[config.mk]
export PLATFORM = sky130hd
export DESIGN_NAME = man_key_rx
export DESIGN_NICKNAME = d
export VERILOG_FILES = /design/src/rtl/mkr_pkg.sv /design/src/rtl/mkr_edge_timer.sv /design/src/rtl/mkr_frame_dec.sv /design/src/rtl/mkr_wdog.sv /design/src/rtl/man_key_rx.sv
export SDC_FILE = /design/constraint.sdc
export NUM_CORES = 1
export LEC_CHECK = 0
export CORE_MARGIN = 4
export CORE_UTILIZATION = 57
export CTS_CLUSTER_DIAMETER = 50
export DETAILED_ROUTE_END_ITERATION = 8
export GPL_TIMING_DRIVEN = 0
export PLACE_DENSITY = 0.74
export SYNTH_ARGS = -nofsm -noshare
export SYNTH_HDL_FRONTEND = slang
export SYNTH_SLANG_ARGS = --single-unit
export TNS_END_PERCENT = 50
[constraint.sdc]
create_clock -name clk_i -period 6.8 [get_ports clk_i]
set_input_delay 1.02 -clock clk_i [delete_from_list [all_inputs] [get_ports clk_i]]
set_output_delay 1.02 -clock clk_i [all_outputs]
set_load 0.02 [all_outputs]
[src/rtl/mkr_pkg.sv]
package mkr_pkg;
  typedef enum logic {
    ST_HUNT,
    ST_DATA
  } rx_state_e;
endpackage

[src/rtl/mkr_edge_timer.sv]
module mkr_edge_timer #(
  parameter int HALF_CYC = 16
) (
  input  logic clk_i,
  input  logic rst_ni,
  input  logic rx_i,
  output logic lvl_o,
  output logic edge_o,
  output logic short_o,
  output logic long_o
);
  localparam int RUN_MAX   = 2 * HALF_CYC;
  localparam int RUN_W     = $clog2(RUN_MAX + 1) + 1;
  localparam int SHORT_LO  = HALF_CYC - HALF_CYC / 4;
  localparam int SHORT_HI  = HALF_CYC + HALF_CYC / 4;
  localparam int START_RUN = HALF_CYC + HALF_CYC / 2;

  localparam logic [RUN_W-1:0] RUN_SAT  = RUN_W'(RUN_MAX);
  localparam logic [RUN_W-1:0] LONG_AT  = RUN_W'(START_RUN - 1);
  localparam logic [RUN_W:0]   WIN_LO   = (RUN_W+1)'(SHORT_LO);
  localparam logic [RUN_W:0]   WIN_HI   = (RUN_W+1)'(SHORT_HI);

  logic [2:0]       sync_q;
  logic [RUN_W-1:0] run_q;
  logic [RUN_W:0]   ival;

  assign lvl_o  = sync_q[1];
  assign edge_o = sync_q[1] ^ sync_q[2];
  // length of the level that just ended
  assign ival    = {1'b0, run_q} + 1'b1;
  assign short_o = edge_o && (ival >= WIN_LO) && (ival <= WIN_HI);
  assign long_o  = !edge_o && (run_q == LONG_AT);

  always_ff @(posedge clk_i or negedge rst_ni) begin
    if (!rst_ni) begin
      sync_q <= '0;
      run_q  <= RUN_SAT;
    end else begin
      sync_q <= {sync_q[1:0], rx_i};
      if (edge_o)              run_q <= '0;
      else if (run_q != RUN_SAT) run_q <= run_q + 1'b1;
    end
  end
endmodule

[src/rtl/mkr_frame_dec.sv]
module mkr_frame_dec
  import mkr_pkg::*;
#(
  parameter int HALF_CYC  = 16,
  parameter int KEY_BYTES = 3,
  parameter int PRE_MIN   = 8
) (
  input  logic                   clk_i,
  input  logic                   rst_ni,
  input  logic                   clr_i,
  input  logic                   lvl_i,
  input  logic                   edge_i,
  input  logic                   short_i,
  input  logic                   long_i,
  output logic                   done_o,
  output logic                   err_o,
  output logic [8*KEY_BYTES-1:0] key_o
);
  localparam int KEY_W = 8 * KEY_BYTES;
  localparam int HC_W  = $clog2(HALF_CYC);
  localparam int BIT_W = $clog2(KEY_W + 1);
  localparam int PRE_W = $clog2(PRE_MIN + 1);

  localparam logic [HC_W-1:0]  HC_LAST  = HC_W'(HALF_CYC - 1);
  localparam logic [BIT_W-1:0] BIT_LAST = BIT_W'(KEY_W - 1);
  localparam logic [PRE_W-1:0] PRE_FULL = PRE_W'(PRE_MIN);

  rx_state_e        st_q;
  logic [PRE_W-1:0] pre_q;
  logic [HC_W-1:0]  hc_q;
  logic             ph_q;
  logic             a_bit_q;
  logic [BIT_W-1:0] bit_q;
  logic [7:0]       b_byte_q;
  logic [KEY_W-1:0] key_q;
  logic             done_q, err_q;

  logic [7:0] a_next, b_next;
  assign a_next = {key_q[6:0], a_bit_q};
  assign b_next = {b_byte_q[6:0], ~lvl_i};

  always_ff @(posedge clk_i or negedge rst_ni) begin
    if (!rst_ni) begin
      st_q     <= ST_HUNT;
      pre_q    <= '0;
      hc_q     <= '0;
      ph_q     <= 1'b0;
      a_bit_q  <= 1'b0;
      bit_q    <= '0;
      b_byte_q <= '0;
      key_q    <= '0;
      done_q   <= 1'b0;
      err_q    <= 1'b0;
    end else begin
      done_q <= 1'b0;
      err_q  <= 1'b0;
      if (clr_i) begin
        st_q  <= ST_HUNT;
        pre_q <= '0;
      end else begin
        unique case (st_q)
          ST_HUNT: begin
            if (edge_i) begin
              if (!short_i)              pre_q <= '0;
              else if (pre_q != PRE_FULL) pre_q <= pre_q + 1'b1;
            end else if (long_i) begin
              pre_q <= '0;
              if (lvl_i && pre_q == PRE_FULL) begin
                st_q  <= ST_DATA;
                hc_q  <= '0;
                ph_q  <= 1'b0;
                bit_q <= '0;
              end
            end
          end
          ST_DATA: begin
            if (hc_q != HC_LAST) begin
              hc_q <= hc_q + 1'b1;
            end else begin
              hc_q <= '0;
              ph_q <= ~ph_q;
              if (!ph_q) begin
                a_bit_q <= lvl_i;
              end else begin
                key_q    <= {key_q[KEY_W-2:0], a_bit_q};
                b_byte_q <= b_next;
                bit_q    <= bit_q + 1'b1;
                if (bit_q[2:0] == 3'd7) begin
                  if (a_next != b_next) begin
                    err_q <= 1'b1;
                    st_q  <= ST_HUNT;
                  end else if (bit_q == BIT_LAST) begin
                    done_q <= 1'b1;
                    st_q   <= ST_HUNT;
                  end
                end
              end
            end
          end
          default: st_q <= ST_HUNT;
        endcase
      end
    end
  end

  assign done_o = done_q;
  assign err_o  = err_q;
  assign key_o  = key_q;
endmodule

[src/rtl/mkr_wdog.sv]
module mkr_wdog #(
  parameter int WDOG_CYC = 50_000_000
) (
  input  logic clk_i,
  input  logic rst_ni,
  input  logic kick_i,
  output logic fire_o
);
  localparam int CNT_W = $clog2(WDOG_CYC + 1);
  localparam logic [CNT_W-1:0] CNT_LAST = CNT_W'(WDOG_CYC - 1);

  logic [CNT_W-1:0] cnt_q;

  assign fire_o = (cnt_q == CNT_LAST);

  always_ff @(posedge clk_i or negedge rst_ni) begin
    if (!rst_ni)               cnt_q <= '0;
    else if (kick_i || fire_o) cnt_q <= '0;
    else                       cnt_q <= cnt_q + 1'b1;
  end
endmodule

[src/rtl/man_key_rx.sv]
module man_key_rx #(
  parameter int HALF_CYC  = 16,
  parameter int KEY_BYTES = 3,
  parameter int PRE_MIN   = 8,
  parameter int WDOG_CYC  = 50_000_000
) (
  input  logic clk_i,
  input  logic rst_ni,
  input  logic rx_i,
  input  logic learn_i,
  output logic match_o,
  output logic learned_o,
  output logic error_o,
  output logic wdog_rst_o
);
  localparam int KEY_W = 8 * KEY_BYTES;

  logic             lvl, edge_seen, short_ival, long_run;
  logic             done, err, wd_fire;
  logic [KEY_W-1:0] rx_key;
  logic [KEY_W-1:0] store_q;
  logic             store_vld_q;
  logic             match_q, learned_q;

  mkr_edge_timer #(.HALF_CYC(HALF_CYC)) u_timer (
    .clk_i   (clk_i),
    .rst_ni  (rst_ni),
    .rx_i    (rx_i),
    .lvl_o   (lvl),
    .edge_o  (edge_seen),
    .short_o (short_ival),
    .long_o  (long_run)
  );

  mkr_frame_dec #(
    .HALF_CYC (HALF_CYC),
    .KEY_BYTES(KEY_BYTES),
    .PRE_MIN  (PRE_MIN)
  ) u_dec (
    .clk_i  (clk_i),
    .rst_ni (rst_ni),
    .clr_i  (wd_fire),
    .lvl_i  (lvl),
    .edge_i (edge_seen),
    .short_i(short_ival),
    .long_i (long_run),
    .done_o (done),
    .err_o  (err),
    .key_o  (rx_key)
  );

  mkr_wdog #(.WDOG_CYC(WDOG_CYC)) u_wdog (
    .clk_i (clk_i),
    .rst_ni(rst_ni),
    .kick_i(done || err),
    .fire_o(wd_fire)
  );

  // key store survives watchdog restarts
  always_ff @(posedge clk_i or negedge rst_ni) begin
    if (!rst_ni) begin
      store_q     <= '0;
      store_vld_q <= 1'b0;
      match_q     <= 1'b0;
      learned_q   <= 1'b0;
    end else begin
      match_q   <= done && !learn_i && store_vld_q && (rx_key == store_q);
      learned_q <= done && learn_i;
      if (done && learn_i) begin
        store_q     <= rx_key;
        store_vld_q <= 1'b1;
      end
    end
  end

  assign match_o    = match_q;
  assign learned_o  = learned_q;
  assign error_o    = err;
  assign wdog_rst_o = wd_fire;
endmodule

==> qor.yml <==
drt_iter0_markers: 100
grt_remaining_overflow: 0
ys_warn_count: 0
vias: 3357
cts_buffers: 9
drive_gt1_share_pct: 18.0
fin_setup_tns_ns: 0
layout_common_cells: "111 x dfrtp_1, 56 x mux2_2, 39 x xor2_1"
cts_tree: "yes"
ant_nets: 0
cts_setup_buffers: 0
mostFrequentLayoutCell: "dfrtp_1"
grt_usage_pct: 18.2
root_buffer: "clkbuf_8"
endpoint_kind: "output pin"
grt_pass1_wl_um: 16300
synth_cell_types: 49
dieArea_sq_mm: 0.0109
synth_nets: 471
hold_path.class: "reg -> reg"
ys_seq_area_share_pct: 53.1
syn2layout_area_growth_pct: 8.41
syn_inst: 458
port_buffers: 7
power.density_mw_per_mm2: 196
skew_ns: 0.0173
hpwl_um: 6340
hold_slack_ns: 0.375
routabilityCongestion: 0.872
drv_cap: 0
post-route-period-util_pct: 59.8
leakage_nw: 2.85
ios: 8
ys.flop_type: "dfrtp_1"
slew_headroom_pct: 33.9
ys_ff_latch: 112
fmax_mhz: 246
dr.pass1.iters: 5
clock-sinks: 112
die_h_um: 104
crit_arrival_ns: 3.04
core_area_sq_mm: 0.00885
antennaDiodeCount: 0
vdd_ir_drop_max_v: 0.000130
tightest_slew_ns: 0.982
synth_area_sq_mm: 0.00528
slew_viol_final: 0
routed_wl_um: 9080
worstSkewPairLatency_ns: 0.38
cp.required_ns: 5.78
start_util_pct: 59.7
final_nets: 490
antenna_found_initial: 0
final_hold_viol_count: 0
clockBufferDepth: 2
finalSetupViolCount: 0
cts_max_level: 3
async_flop_share_pct: 100
cts_resized: 0
outcome: "complete, no violations"
die_w_um: 104
wire_per_inst_um: 15.4
grt_pass1_vias: 3464
drc: 0
cp-start-kind: "flop"
grt_max_degree: 60
via_per_inst: 5.69
critical_path_class: "reg -> out"
synth_edf_count: 0
clk_pin_slew_ns: 0.12
syn_avg_cell_area_sq_um: 11.5
hold_buffers: 0
rsz0062_at_grt: "no"
n_fill_cell: 672
fin_util_pct: 64.7
path_max_fanout: 8
period_needed_ns: 4.06
row_count: 34
## metal layers
layer / routed length (um) / GRT usage, %
met5: 0 / 0
met1: 4430 / 24.9
met3: 213 / 3.60
met4: 107 / 5.32
met2: 4330 / 29.4
## final cells by class
type,instances,area (sq um),area share [%]
Buffer,15,88.8,1.55
Clock buffer,9,124,2.16
Clock inverter,7,90.1,1.57
Inverter,11,41.3,0.721
Multi-Input combinational cell,320,2350,41.0
Sequential cell,112,2800,49.0
Tap cell,108,135,2.36
Timing Repair Buffer,8,95.1,1.66
## stage by stage
step	area, sq um	total power [W]	cells	worst slack (ns)
floorplan	5280	0.000704	458	3.96
global placement	5490	0.000723	573	0.524
detailed placement	5510	0.000726	574	3.12
CTS	5730	0.00114	590	2.71
global route	5730	0.00117	590	2.52
finish	5730	0.00112	590	2.74
## flip-flops by register name, summed over array words and instances, names as in the netlist, 3 cells and up
register,flops
store_q,24
u_dec.key_o,24
u_dec.pre_q,4
u_dec.hc_q,4
u_timer.run_q,7
u_dec.bit_q,5
u_dec.b_byte_q,7
u_wdog.cnt_q,26
u_timer.sync_q,3
## power breakdown
group	leakage (nW)	switching [W]	internal (W)
Combinational	1.21	0.0000265	0.0000116
Sequential	1.54	0.00000425	0.000670
Clock	0.104	0.000259	0.000152
## worst max-delay path, stage by stage (launching register included)
cell and delay, ns:
dfrtp_1 0.39, ha_1 0.24, nand4_1 0.34, nor4_1 0.94
clkdlybuf4s50_1 0.76
## cell usage after synthesis, types with 2 or more instances
master	number	area (sq um)
nand4_1	13	81.3
and2_1	4	25.0
ha_1	9	113
mux2_2	56	631
nand4b_1	2	17.5
nand2_1	30	113
clkbuf_1	8	30.0
nor2_1	37	139
nor2b_1	3	18.8
and3_1	8	50.1
nor4b_1	3	26.3
o21ai_0	12	60.1
nand2b_1	4	25.0
xor2_1	39	342
a21oi_1	6	30.0
xnor2_1	22	193
nor4_1	14	87.6
dfrtp_1	111	2780
o31ai_1	5	37.5
or3_1	3	18.8
nor3_1	10	50.1
buf_6	2	22.5
nand3_1	18	90.1
buf_2	2	10.0
inv_1	10	37.5
a22o_1	4	35.0
## final timing paths
| kind | end | slack (ns) | cells past startpoint | from |
|---|---|---|---|---|
| hold / removal | u_timer.sync_q[1]$_DFF_PN0_ | 0.38 | 0 | u_timer.sync_q[0]$_DFF_PN0_ |
| max in group asynchronous | u_timer.run_q[5]$_DFFE_PN1P_ | 5.37 | 2 | rst_ni |
| setup reg to reg | u_dec.pre_q[2]$_DFFE_PN0P_ | 4.22 | 8 | u_timer.run_q[0]$_DFFE_PN0P_ |
| min in group asynchronous | u_wdog.cnt_q[14]$_DFF_PN0_ | 0.66 | 1 | rst_ni |
| setup / recovery | wdog_rst_o | 2.74 | 4 | u_wdog.cnt_q[0]$_DFF_PN0_ |
| hold reg to reg | u_timer.sync_q[1]$_DFF_PN0_ | 0.38 | 0 | u_timer.sync_q[0]$_DFF_PN0_ |
## logic make-up (layout without fill, tap and decap cells)
kind of cell	Yosys count	count (layout)	share of synthesized area (%)
buffers and inverters	26	50	2.46
XOR/XNOR	61	61	10.1
AND/OR/NAND/NOR	158	158	15.7
multiplexers	57	57	12.1
AO/OA/AOI/OAI	35	35	4.36
flip-flops	112	112	53.1
adder cells (fa/ha/maj)	9	9	2.13
Note: power is estimated with default switching activity, not from simulation.
